==> src/rtl/spi_dbuf_master.sv <==
module spi_dbuf_master #(
  parameter int BAUD_W      = 8,
  parameter int SYNC_CYCLES = 3
) (
  input  logic        clk,
  input  logic        rst_n,
  input  logic        reg_wr,
  input  logic        reg_rd,
  input  logic [2:0]  reg_addr,
  input  logic [15:0] reg_wdata,
  output logic [15:0] reg_rdata,
  output logic        irq,
  output logic        sclk,
  output logic        mosi,
  input  logic        miso,
  output logic        cs_n
);
  localparam int MAXB = 9;
  localparam int SW   = $clog2(SYNC_CYCLES + 1);
  localparam logic [2:0] A_CTRL = 3'd0, A_BAUD = 3'd1, A_MSET = 3'd2,
                         A_MCLR = 3'd3, A_STAT = 3'd4, A_DATA = 3'd5;

  typedef enum logic [1:0] {IDLE, RUN, TAIL} st_t;

  logic              en_req, en_eff, rxen, cpol, cpha, lsb, nine;
  logic [BAUD_W-1:0] baud, div;
  logic [SW-1:0]     sync_cnt;
  logic [2:0]        mask;
  logic [MAXB-1:0]   hold, txw, rxw, rx_next, rxd;
  logic              hold_full, rxc, ovf, ph, mosi_q, cs_q;
  logic [4:0]        hi;
  st_t               st;

  logic [3:0] nb, bit_k;
  logic       tick, lead, last_half, samp, word_done, busy;
  logic       wr_data, rd_data, wr_ctrl;
  logic [MAXB-1:0] wmask;
  logic       unused_ok;

  function automatic logic [3:0] bpos(input logic [3:0] k, input logic l, input logic [3:0] n);
    return l ? k : 4'(n - 4'd1 - k);
  endfunction

  assign nb        = nine ? 4'd9 : 4'd8;
  assign wmask     = nine ? 9'h1ff : 9'h0ff;
  assign tick      = (div == baud);
  assign lead      = ~hi[0];
  assign bit_k     = hi[4:1];
  assign last_half = (hi == 5'({nb, 1'b0} - 5'd1));
  assign samp      = (st == RUN) && tick && (lead ^ cpha);
  assign word_done = (st == RUN) && tick && last_half;
  assign busy      = (sync_cnt != '0);
  assign wr_ctrl   = reg_wr && reg_addr == A_CTRL;
  assign wr_data   = reg_wr && reg_addr == A_DATA && !hold_full;
  assign rd_data   = reg_rd && reg_addr == A_DATA;
  assign unused_ok = ^reg_wdata[15:9];

  assign sclk = ph ^ cpol;
  assign mosi = mosi_q;
  assign cs_n = cs_q;
  assign irq  = |(mask & {ovf, rxc, ~hold_full});

  always_comb begin
    rx_next = rxw;
    if (samp) rx_next[bpos(bit_k, lsb, nb)] = miso;
  end

  always_comb begin
    case (reg_addr)
      A_CTRL:  reg_rdata = {10'd0, nine, lsb, cpha, cpol, rxen, en_req};
      A_BAUD:  reg_rdata = 16'(baud);
      A_MSET,
      A_MCLR:  reg_rdata = {13'd0, mask};
      A_STAT:  reg_rdata = {12'd0, busy, ovf, rxc, ~hold_full};
      A_DATA:  reg_rdata = {7'd0, rxd};
      default: reg_rdata = 16'd0;
    endcase
  end

  always_ff @(posedge clk or negedge rst_n) begin
    if (!rst_n) begin
      en_req <= 1'b0; rxen <= 1'b1; cpol <= 1'b0; cpha <= 1'b0;
      lsb <= 1'b0; nine <= 1'b0; en_eff <= 1'b0; sync_cnt <= '0;
      baud <= '0; mask <= '0;
    end else begin
      if (wr_ctrl) begin
        rxen <= reg_wdata[1]; cpol <= reg_wdata[2]; cpha <= reg_wdata[3];
        lsb  <= reg_wdata[4]; nine <= reg_wdata[5];
      end
      if (wr_ctrl && reg_wdata[0] != en_req) begin
        en_req   <= reg_wdata[0];
        sync_cnt <= SW'(SYNC_CYCLES);
      end else if (busy) begin
        sync_cnt <= sync_cnt - 1'b1;
        if (sync_cnt == SW'(1)) en_eff <= en_req;
      end
      if (reg_wr && reg_addr == A_BAUD && !en_req && !en_eff)
        baud <= reg_wdata[BAUD_W-1:0];
      if (reg_wr && reg_addr == A_MSET) mask <= mask | reg_wdata[2:0];
      if (reg_wr && reg_addr == A_MCLR) mask <= mask & ~reg_wdata[2:0];
    end
  end

  always_ff @(posedge clk or negedge rst_n) begin
    if (!rst_n) begin
      st <= IDLE; cs_q <= 1'b1; ph <= 1'b0; div <= '0; hi <= '0;
      txw <= '0; rxw <= '0; mosi_q <= 1'b0; hold <= '0; hold_full <= 1'b0;
    end else begin
      if (wr_data) begin
        hold      <= reg_wdata[MAXB-1:0];
        hold_full <= 1'b1;
      end
      if (!en_eff) begin
        st <= IDLE; cs_q <= 1'b1; ph <= 1'b0; div <= '0; hi <= '0;
      end else begin
        case (st)
          IDLE: if (hold_full) begin
            st <= RUN; cs_q <= 1'b0; div <= '0; hi <= '0; ph <= 1'b0;
            txw <= hold; hold_full <= 1'b0;
            if (!cpha) mosi_q <= hold[bpos(4'd0, lsb, nb)];
          end
          RUN: begin
            rxw <= rx_next;
            if (tick) begin
              div <= '0;
              ph  <= ~ph;
              if (last_half) begin
                if (hold_full) begin
                  txw <= hold; hold_full <= 1'b0; hi <= '0;
                  if (!cpha) mosi_q <= hold[bpos(4'd0, lsb, nb)];
                end else begin
                  st <= TAIL;
                end
              end else begin
                hi <= hi + 5'd1;
                if (cpha && lead)   mosi_q <= txw[bpos(bit_k, lsb, nb)];
                if (!cpha && !lead) mosi_q <= txw[bpos(bit_k + 4'd1, lsb, nb)];
              end
            end else begin
              div <= div + 1'b1;
            end
          end
          TAIL: if (tick) begin
            st <= IDLE; cs_q <= 1'b1; div <= '0;
          end else begin
            div <= div + 1'b1;
          end
          default: st <= IDLE;
        endcase
      end
    end
  end

  always_ff @(posedge clk or negedge rst_n) begin
    if (!rst_n) begin
      rxc <= 1'b0; ovf <= 1'b0; rxd <= '0;
    end else begin
      if (reg_wr && reg_addr == A_STAT && reg_wdata[2]) ovf <= 1'b0;
      if (word_done && rxen) begin
        if (rxc && !rd_data) begin
          ovf <= 1'b1;
          rxd <= '0;
        end else begin
          rxd <= rx_next & wmask;
          rxc <= 1'b1;
        end
      end else if (rd_data) begin
        rxc <= 1'b0;
      end
      if (!rxen || (wr_ctrl && !reg_wdata[1])) rxc <= 1'b0;
    end
  end


  sclk_idle_chk: assert property (@(posedge clk) disable iff (!rst_n)
    (cs_n && $past(cs_n) && $stable(cpol)) |-> $stable(sclk));

  baud_hold_chk: assert property (@(posedge clk) disable iff (!rst_n)
    (en_eff && $past(en_eff)) |-> $stable(baud));

  en_sync_chk: assert property (@(posedge clk) disable iff (!rst_n)
    !$stable(en_eff) |-> $past(busy));

  ovf_rise_chk: assert property (@(posedge clk) disable iff (!rst_n)
    $rose(ovf) |-> $past(rxc));

  rx_off_chk: assert property (@(posedge clk) disable iff (!rst_n)
    !rxen |-> !rxc);
endmodule

==> config.mk <==
export PLATFORM = sky130hd
export DESIGN_NAME = spi_dbuf_master
export DESIGN_NICKNAME = d
export VERILOG_FILES = /design/src/rtl/spi_dbuf_master.sv
export SDC_FILE = /design/constraint.sdc
export NUM_CORES = 1
export LEC_CHECK = 0
export ABC_AREA = 0
export BUFFER_PORTS_ARGS = -buffer_cell sky130_fd_sc_hd__buf_4
export CAP_MARGIN = 20
export CELL_PAD_IN_SITES_DETAIL_PLACEMENT = 0
export CELL_PAD_IN_SITES_GLOBAL_PLACEMENT = 2
export CORE_MARGIN = 2
export CORE_UTILIZATION = 38
export DETAILED_ROUTE_END_ITERATION = 10
export GPL_ROUTABILITY_DRIVEN = 1
export PLACE_DENSITY = 0.88
export SLEW_MARGIN = 20
export SYNTH_ARGS = -nofsm -noshare
export SYNTH_HDL_FRONTEND = slang
export SYNTH_SLANG_ARGS = --single-unit
==> constraint.sdc <==
create_clock -name clk -period 4 [get_ports clk]
set_clock_uncertainty 0.2 [all_clocks]
set_input_delay 0.4 -clock clk [delete_from_list [all_inputs] [get_ports clk]]
set_output_delay 0.4 -clock clk [all_outputs]
set_load 0.01 [all_outputs]
Word-level counts from Yosys, hierarchy flattened
Index checks and enable logic that the tools add are counted.
- bits of input ports: 24
- memory bits (read-only): 0
- register bits after elaboration: 77
- word-level logic and storage cells: 186
- output and inout port bits: 20
- bits in latches: 0
- memory bits (writable): 0
- memories kept: 0
- div/mod/pow operators: 0
- multipliers: 0
- mux-type cells: 68
- shift-type cells: 0
- bitwise logic cells: 11
- magnitude comparators: 4
- reduce and logical (&&, ||, !) cells: 49
- add/sub/neg operators: 8
- equality and inequality tests: 23
- operators with widths (operator ; number):
    $mux W9 ; 6
    $pmux W9 S5 ; 1
    $mux W1 ; 28
    $mux W8 ; 3
    $logic_and A1 B1 Y1 ; 21
    $mux W5 ; 4
    $pmux W9 S2 ; 1
    $mux W2 ; 8
    $pmux W8 S2 ; 1
    $lt A4 B5 Y1 const B ; 3
    $ne A3 B3 Y1 const B ; 5
    $bmux W1 S4 ; 3
    $mux W4 ; 3
    $pmux W5 S2 ; 1
    $and A9 B9 Y9 ; 1
    $bwmux W9 ; 1
    $reduce_and A3 Y1 ; 3
    $add A8 B1 Y8 const B ; 1
    $eq A8 B8 Y1 ; 1
    $pmux W1 S2 ; 4
    $reduce_and A2 Y1 ; 4
    $reduce_and A4 Y1 ; 2
    $reduce_bool A2 Y1 ; 4
    $sub A4 B4 Y4 ; 2
    33 further kinds ; 52

Depth between registers and ports, before layout
Gate-level depths: netlist of run 1.
- depth after elaboration: 12
- depth in mapped cells: 11
- depth with buffers taken out: 10

Worst setup path after synthesis of run 1
OpenSTA, ideal clock, no wires.
- path kind: reg2reg
- start point: reg nine
- end point: reg rxw[8]
- library setup time: 128 ps
- required time: 3672 ps
- arrival: 2781 ps
- path buffers: 3
- stages on the path, launching flop included: 12
- path slack: 891 ps
- clock period less this slack: 3109 ps
- cells stage by stage: dfrtp_1 > buf_4 > inv_1 > ha_1 > nor2b_4 > o21a_4 > or4b_4 > buf_6 > and3_1 > buf_6 > nor3_2 > mux2_1
- longest elaborated chain between the ends: 10
- elaborated cells on any way between the ends: 11
- classes of those cells: 2 x add/sub; 2 x order compare; 6 x mux; 1 x reduce/logical
- ends and longest elaborated chain (what ; line ; source):
    from (decl) ; 25 ; logic en_req, en_eff, rxen, cpol, cpha, lsb, nine;
    from (signal assigned) ; 88 ; lsb <= reg_wdata[4]; nine <= reg_wdata[5];
    $mux W1 * ; 44 ; assign nb = nine ? 4'd9 : 4'd8;
    $sub A4 B1 Y4 * ; 41 ; return l ? k : 4'(n - 4'd1 - k);
    $sub A4 B4 Y4 * ; 41 ;
    $mux W4 * ; 41 ;
    $lt A4 B5 Y1 (not written as such) or $ge A4 B1 Y1 (tied branches) ; 65 ; if (samp) rx_next[bpos(bit_k, lsb, nb)] = miso;
    $logic_and A1 B1 Y1 (not written as such) ; 65 ;
    $mux W1 (not written as such) ; 65 ;
    $demux W1 S4 * ; 65 ;
    $bwmux W9 * ; 65 ;
    $mux W9 * ; 65 ;
    to (signal assigned) ; 123 ; rxw <= rx_next;
    to (decl) ; 29 ; logic [MAXB-1:0] hold, txw, rxw, rx_next, rxd;
Every way passes the cells marked *; elsewhere a longest branch is shown, timed or not.
A chain may end at the register's enable or synchronous reset.

Final worst setup path of run 1
- start point: reg hi[1]
- end point: reg mosi_q (netlist: mosi)
- longest elaborated chain between the ends: 9
- elaborated cells on any way between the ends: 17
- classes of those cells: 3 x add/sub; 2 x eq/ne; 11 x mux; 1 x reduce/logical
- ends and longest elaborated chain (what ; line ; source):
    from (decl) ; 31 ; logic [4:0] hi;
    from (signal assigned) ; 135 ; hi <= hi + 5'd1;
    $add A4 B1 Y4 or $sub A4 B4 Y4 (tied branches) ; 137, 41 ;
    $sub A4 B4 Y4 or $mux W4 (tied branches) ; 41 ;
    $mux W4 or $bmux W1 S4 (tied branches) ; 41, 136 ;
    $bmux W1 S4 or $mux W1 (tied branches) ; 137, 136 ;
    $mux W1, on equally long branches ; 137, 136 ;
    $mux W1 ; 137 ; if (!cpha && !lead) mosi_q <= txw[bpos(bit_k + 4'd1, lsb, nb)];
    $mux W1 ; 127 ; if (last_half) begin
    $mux W1 ; 124 ; if (tick) begin
    $pmux W1 S2 ; 116 ; case (st)
    to (signal assigned) ; 130 ; if (!cpha) mosi_q <= hold[bpos(4'd0, lsb, nb)];
    to (signal assigned) ; 136 ; if (cpha && lead) mosi_q <= txw[bpos(bit_k, lsb, nb)];
    to (signal assigned) ; 137 ;
    to (decl) ; 30 ; logic hold_full, rxc, ovf, ph, mosi_q, cs_q;
Several ways; a longest one is shown, not always the timed one. The select of a mux whose other input is x is not followed.

==> summary.txt, run 1 <==
Clocking
  – Clock Sinks: 77
  – Clk buf depth: 2
  – Root Driver: clkbuf_16
  – CTS Buf Count: 9
  – CTS tree: built
  – Clk slew on worst S/H paths: around 60 ps
  – Clk Latency, worst-skew pair: around 350 ps
  – H-tree depth: 3
  – Post-CTS Setup Bufs: 0

Die
  – DIE AREA: about 14000 um2
  – Starting density of the core: about two fifths
  – CORE AREA: ~13000 um2
  – Die Span Y: roughly 120 um
  – Die width: ~120 um
  – FP Rows: 42
  – I/O pin count: 44

Layout
  – Proportion of layout cells with a drive suffix above 1: a little under a fifth
  – Number of antenna cells inserted: 0
  – Area occupied by multi-input gates: a little under 3000 um2
  – Layout area overhead: 12.5%
  – Fillers: 1278
  – Final-stage net count: ~600
  – Register area: 1930 um2

Logic synthesis
  – Yosys top cell by area: dfrtp_1
  – Area contributors post-synth: dfrtp_1, mux2_2, mux2i_1
  – Sequential share of the synthesized area: a little under two fifths
  – Syn avg cell area: a little under 10 um2
  – Synth cell types: 70
  – Share of the synthesized area in the top cell type: a little under two fifths
  – Post-Synthesis Cells: between 500 and 600
  – Most used DFF post-synth: dfrtp_1
  – Synthesis-stage register bit count: between 70 and 80
  – Synthesized cell area: between 5000 and 6000 um2
  – Yosys Warn Count: 0
  – Number of flops mapped to enable cells by yosys: 0
  – Ys async rst share: between 90% and 100%

Timing
  – Worst slew pin tran: ~760 ps
  – Fmax achieved: approximately 0.3 GHz
  – Setup_tns: 0 ps
  – Relative slew slack: 49.1%
  – Fin Hold WS: 80.5 ps
  – Fin. Hold Viols: 0
  – Period minus WS final: 3350 ps
  – Fin. max-slew vios: 0
  – Fin crit share: 83.7%
  – RSZ-0062 raised after global routing: false
  – Final setup violation count: 0

Routing
  – DRC viols: 0
  – Iteration-0 DRC Markers: 265
  – WL final: 12.6 mm
  – Vias per std cell: between 5 and 6
  – DR vias: slightly below 4k
  – WL/cell: roughly 17 um
  – First-pass DRT Iterations: 4
  – DRT antenna net count: 0

Hold path
  – HP Start: reg_wdata[5]
  – Hold Path Class: in -> reg

Critical path
  – Critical Path End Type: register
  – Crit-path max FO: 12
  – WS Path Type: reg -> reg
  – Arr. time, crit path: between 3000 and 4000 ps
  – Worst Path Required: slightly above 4000 ps
  – CP startpoint: hi[1]
  – R2r startpoint: hi[1]
  – Startpoint types: register

GRT
  – First-pass GRT wire length: between 20 and 25 mm
  – Largest net degree at the start of global routing: 78
  – Grt met3 use: ~4.1%
  – Initial antenna violation count: 0
  – Vias in the first global route: 3930
  – GRT Resource Usage Total: 18.8%
  – GR Util met1: approximately a quarter
  – Met2 usage: between 20% and 30%
  – Overflow after GRT: 0
  – Global routing's busiest layer: met2

Placement
  – Gpl congestion: 0.869
  – Port Buffer Count: 29
  – DP Wirelength: between 9 and 10 mm

Power and ir drop
  – Post-layout power: slightly above 3 mW
  – Pwr dens: 545 nW/um2
  – Leakage: 2.43 nW
  – Maximum vdd drop: roughly 0.00035 V

Run
  – Max-Cap Viols: 0

Outcome
  – Outcome: finished, final reports clean
[registers in the layout, indices dropped and copies added (netlist names), 2 cells and up, named ones only]
name	flops
hi	5
rxd	9
div	8
baud	8
sync_cnt	2
txw	9
rxw	9
st	2
hold	9
[timing repair]
| action | in CTS | in global routing |
|---|---|---|
| endpoints found under the hold margin | 0 | 36 |
| gates resized for setup | 0 | 0 |
| hold buffers | 0 | 1 |
[layout by cell type, fill, tap and decap left out, types with 3 or more instances in the layout]
cell type,count
nand4_1,23
o211ai_1,4
and3_1,6
a21o_1,3
mux2i_1,32
a2111oi_0,3
o21a_1,3
o22ai_1,6
dfrtp_1,75
ha_1,16
conb_1,7
nor4_1,9
a211oi_1,3
nor2b_1,8
nand2b_1,9
clkbuf_16,9
xor2_1,9
nor2_1,38
mux2_2,35
buf_4,34
xnor2_1,16
and2_1,5
and3b_1,3
clkinvlp_4,3
o32a_1,3
nor3b_1,3
a21oi_1,16
nand3_1,13
or2_2,3
a31oi_1,8
nand2_1,50
inv_1,19
nor3_1,3
o21ai_0,25
[synth_stat cells (13+ instances only)]
master,instances
o21ai_0,25
clkbuf_1,14
dfrtp_1,75
a21oi_1,16
nand2_1,50
xnor2_1,16
nand4_1,23
nor2_1,38
mux2_2,35
mux2i_1,32
ha_1,16
inv_1,19
nand3_1,13
[area by class of cell]
cell class | count | area share [%]
Clock buffer | 11 | 4.09
Clock inverter | 5 | 1.08
Inverter | 20 | 1.32
Multi-Input combinational cell | 401 | 50.7
Sequential cell | 77 | 33.9
Tap cell | 176 | 3.87
Timing Repair Buffer | 36 | 5.02
[worst max-delay path, cell delays in order (launching register included)]
cell	delay [ps]
dfrtp_1	560
ha_1	330
fa_1	430
xor2_1	210
o21ai_1	580
mux2i_1	160
a2111oi_0	460
mux2i_1	160
a31oi_1	170
[power by group]
group          total, mW  leakage, nW  internal [mW]  switching (mW)
Sequential          1.21        0.940          0.966           0.241
Combinational       1.08         1.35          0.496           0.585
Clock              0.808        0.132          0.484           0.324
Total               3.10         2.43           1.95            1.15
[per-stage QoR]
stage                     utilization (%)  setup slack (ps)  cell area (um2)  cells
after CTS                            43.2               675             5650    724
after global routing                 43.4               493             5680    726
after global placement               41.0               727             5360    708
final                                43.4               653             5680    726
after floorplan                         -               891             5070    531
after detailed placement             41.0               700             5360    708
[path summary, 6_finish.rpt]
kind                            endpoint  slack, ps  cells after the start
max in group asynchronous           cs_n       2610                      3
min in group asynchronous         div[5]        350                      2
worst max-delay path                mosi        650                      8
worst min register to register      rxen        280                      2
worst max register to register      mosi        650                      8
worst min-delay path                nine         80                      3
[cells by family after synthesis]
logic type / count (synthesis) / share of synthesized area [%]
AO/OA/AOI/OAI: 96 / 13.3
flip-flops: 77 / 38.2
multiplexers: 69 / 14.6
AND/OR/NAND/NOR: 186 / 19.5
buffers and inverters: 53 / 5.23
XOR/XNOR: 25 / 4.33
adder cells (fa/ha/maj): 18 / 4.76
other: 1 / 0.0742
[per-layer routing]
layer,part of all wire [%],vias up
met4,1.6,0
li1,-,1929
met3,4.8,16
met5,0,-
met2,46,97
met1,48,1929
(Power assumes the default switching activity.)
==> run 2, diff against run 1 <==
- ABC_AREA: 0 -> 1
- CORE_UTILIZATION: 38 -> 35
- PLACE_DENSITY: 0.88 -> 0.89
- clock period: 4 -> 3.18 ns (I/O delays scaled with it)
==> summary.txt, run 2 <==
Logic synthesis
  – Yosys Warn Count: 0
  – Synth cell types: 49
  – Ys async rst share: 100%
  – Area contributors post-synth: dfrtp_1, nand2_1, inv_1
  – Commonest cells in the synthesized netlist: nand2_1, inv_1, dfrtp_1
  – Synthesis-stage register bit count: just under 80
  – Yosys top cell by area: dfrtp_1
  – Post-Synthesis Cells: about 630
  – Number of flops mapped to enable cells by yosys: 0
  – Syn avg cell area: 7.65 um2
  – Synthesized cell area: 4820 um2
  – Count leader, synth: nand2_1
  – Most used DFF post-synth: dfrtp_1
  – Sequential share of the synthesized area: between 30% and 40%
  – Share of the synthesized area in the top cell type: a little under 40%

Die
  – Starting density of the core: between 30% and 40%
  – CORE AREA: 13300 um2
  – FP Rows: 42
  – DIE AREA: 14700 um2
  – I/O pin count: between 40 and 50
  – Die width: approximately 120 um
  – Die Span Y: roughly 120 um

GRT
  – GRT Resource Usage Total: 17.9%
  – Initial antenna violation count: 0
  – Overflow after GRT: 0
  – First-pass GRT wire length: 20.6 mm
  – Vias in the first global route: about 4k
  – Largest net degree at the start of global routing: a little under 80

Timing
  – Relative slew slack: 51.0%
  – Fin Hold WS: 74.5 ps
  – Fin crit share: between 80% and 90%
  – Fin. Hold Viols: 0
  – RSZ-0062 raised after global routing: false
  – Setup_tns: 0 ps
  – Fmax achieved: ~0.37 GHz
  – Worst slew pin tran: between 700 and 800 ps
  – Final setup violation count: 0
  – Period minus WS final: about 2700 ps
  – Fin. max-slew vios: 0

Layout
  – Proportion of layout cells with a drive suffix above 1: between 10% and 20%
  – Post-layout util: between 40% and 50%
  – Commonest non-fill, non-tap cell in the layout: nand2_1
  – Final-stage net count: roughly 700
  – Layout area overhead: 14.9%
  – Commonest non-fill, non-tap cells in the layout: nand2_1, inv_1, dfrtp_1
  – Layout Cells excl Fill: between 800 and 900
  – Number of antenna cells inserted: 0

Placement
  – Port Buffer Count: 29
  – DP Wirelength: just over 9 mm
  – Gpl congestion: between 0.8 and 0.9
  – Placed insts: around 830

Clocking
  – Root Driver: clkbuf_16
  – CTS tree: built
  – Clk slew on worst S/H paths: about 60 ps
  – # resized after CTS: 0
  – Clk Latency, worst-skew pair: approximately 340 ps
  – Clock Sinks: 77
  – Clk buf depth: 2
  – Post-CTS Setup Bufs: 0
  – # hold bufs at CTS: 3
  – H-tree depth: 3
  – CTS Buf Count: 9

Power and ir drop
  – Maximum vdd drop: about 0.00046 V
  – Pwr dens: about 750 nW/um2
  – Post-layout power: between 4 and 5 mW
  – Leakage: approximately 2.6 nW

Run
  – Max-Cap Viols: 0

Routing
  – DR vias: slightly above 4k
  – WL final: 12.2 mm
  – First-pass DRT Iterations: 7
  – DRC viols: 0
  – Iteration-0 DRC Markers: 221
  – Vias per std cell: 4.89
  – WL/cell: between 10 and 15 um
  – DRT antenna net count: 0

Critical path
  – Worst Path Required: approximately 3200 ps
  – WS Path Type: reg -> reg
  – CP startpoint: nine
  – FF-to-FF setup slack: 470 ps
  – R2r startpoint: nine
  – Crit-path max FO: 8
  – Critical Path End Type: register
  – Startpoint types: register
  – Arr. time, crit path: 2740 ps

Outcome
  – Outcome: finished, final reports clean

Hold path
  – Hold Path Class: in -> reg
  – HP Start: reg_wdata[6]
==> run 2: stage by stage <==
step / area, um2 / worst slack, ps
after floorplan: 4850 / 799
after global placement: 5200 / 446
after detailed placement: 5200 / 442
after CTS: 5540 / 413
after global routing: 5550 / 166
final: 5550 / 470
==> run 2: per-layer routing <==
layer,wire length (um),GRT usage (%),vias up
met5,0,0,-
met1,6040,25.0,1962
met4,191,5.75,0
met3,332,2.77,16
li1,-,-,2112
met2,5610,28.5,57
==> run 2: logic make-up after synthesis <==
kind of cell	Yosys count	synth area share, %
and+or+nand+nor	316	30.0
buffers and inverters	108	9.54
AOI/OAI and AO/OA	96	12.4
DFF	77	40.0
adders and majority gates	18	4.98
xor gates and xnor gates	12	2.33
muxes	3	0.648
other	1	0.0777
==> run 2: path summary, 6_finish.rpt <==
kind	endpoint	cells past startpoint
max	rxd[5]	12
max in group asynchronous	div[5]	2
min in group asynchronous	rxd[3]	2
min reg2reg	cs_n	2
min	hold[6]	3
max reg2reg	rxd[5]	12
==> run 2: final cells by class <==
class / count / area, um2
repair buffers: 36 / 282
flip-flops and latches: 77 / 1930
clock buffers: 10 / 229
well taps: 176 / 220
clock inverters: 6 / 86.3
inverters: 91 / 342
multi-input cells: 452 / 2460
fillers: 1408 / 7800
==> run 2: power by group <==
| part | internal [mW] | switching [mW] | leakage, nW | total, mW |
|---|---|---|---|---|
| clock network | 0.687 | 0.411 | 0.153 | 1.10 |
| registers | 1.26 | 0.246 | 0.947 | 1.51 |
| logic | 0.574 | 0.990 | 1.54 | 1.56 |
| total | 2.53 | 1.65 | 2.64 | 4.17 |
==> run 2: worst max-delay path, stage by stage (launching register included) <==
cell and delay, ps:
dfrtp_1 540, inv_1 240, ha_1 410, a21oi_1 210
nand2_1 80, nand2_1 70, nand3_1 100, nand2_1 120
inv_1 110, nor2_4 200, nand3_1 130, nand3_1 130
nand2_1 60
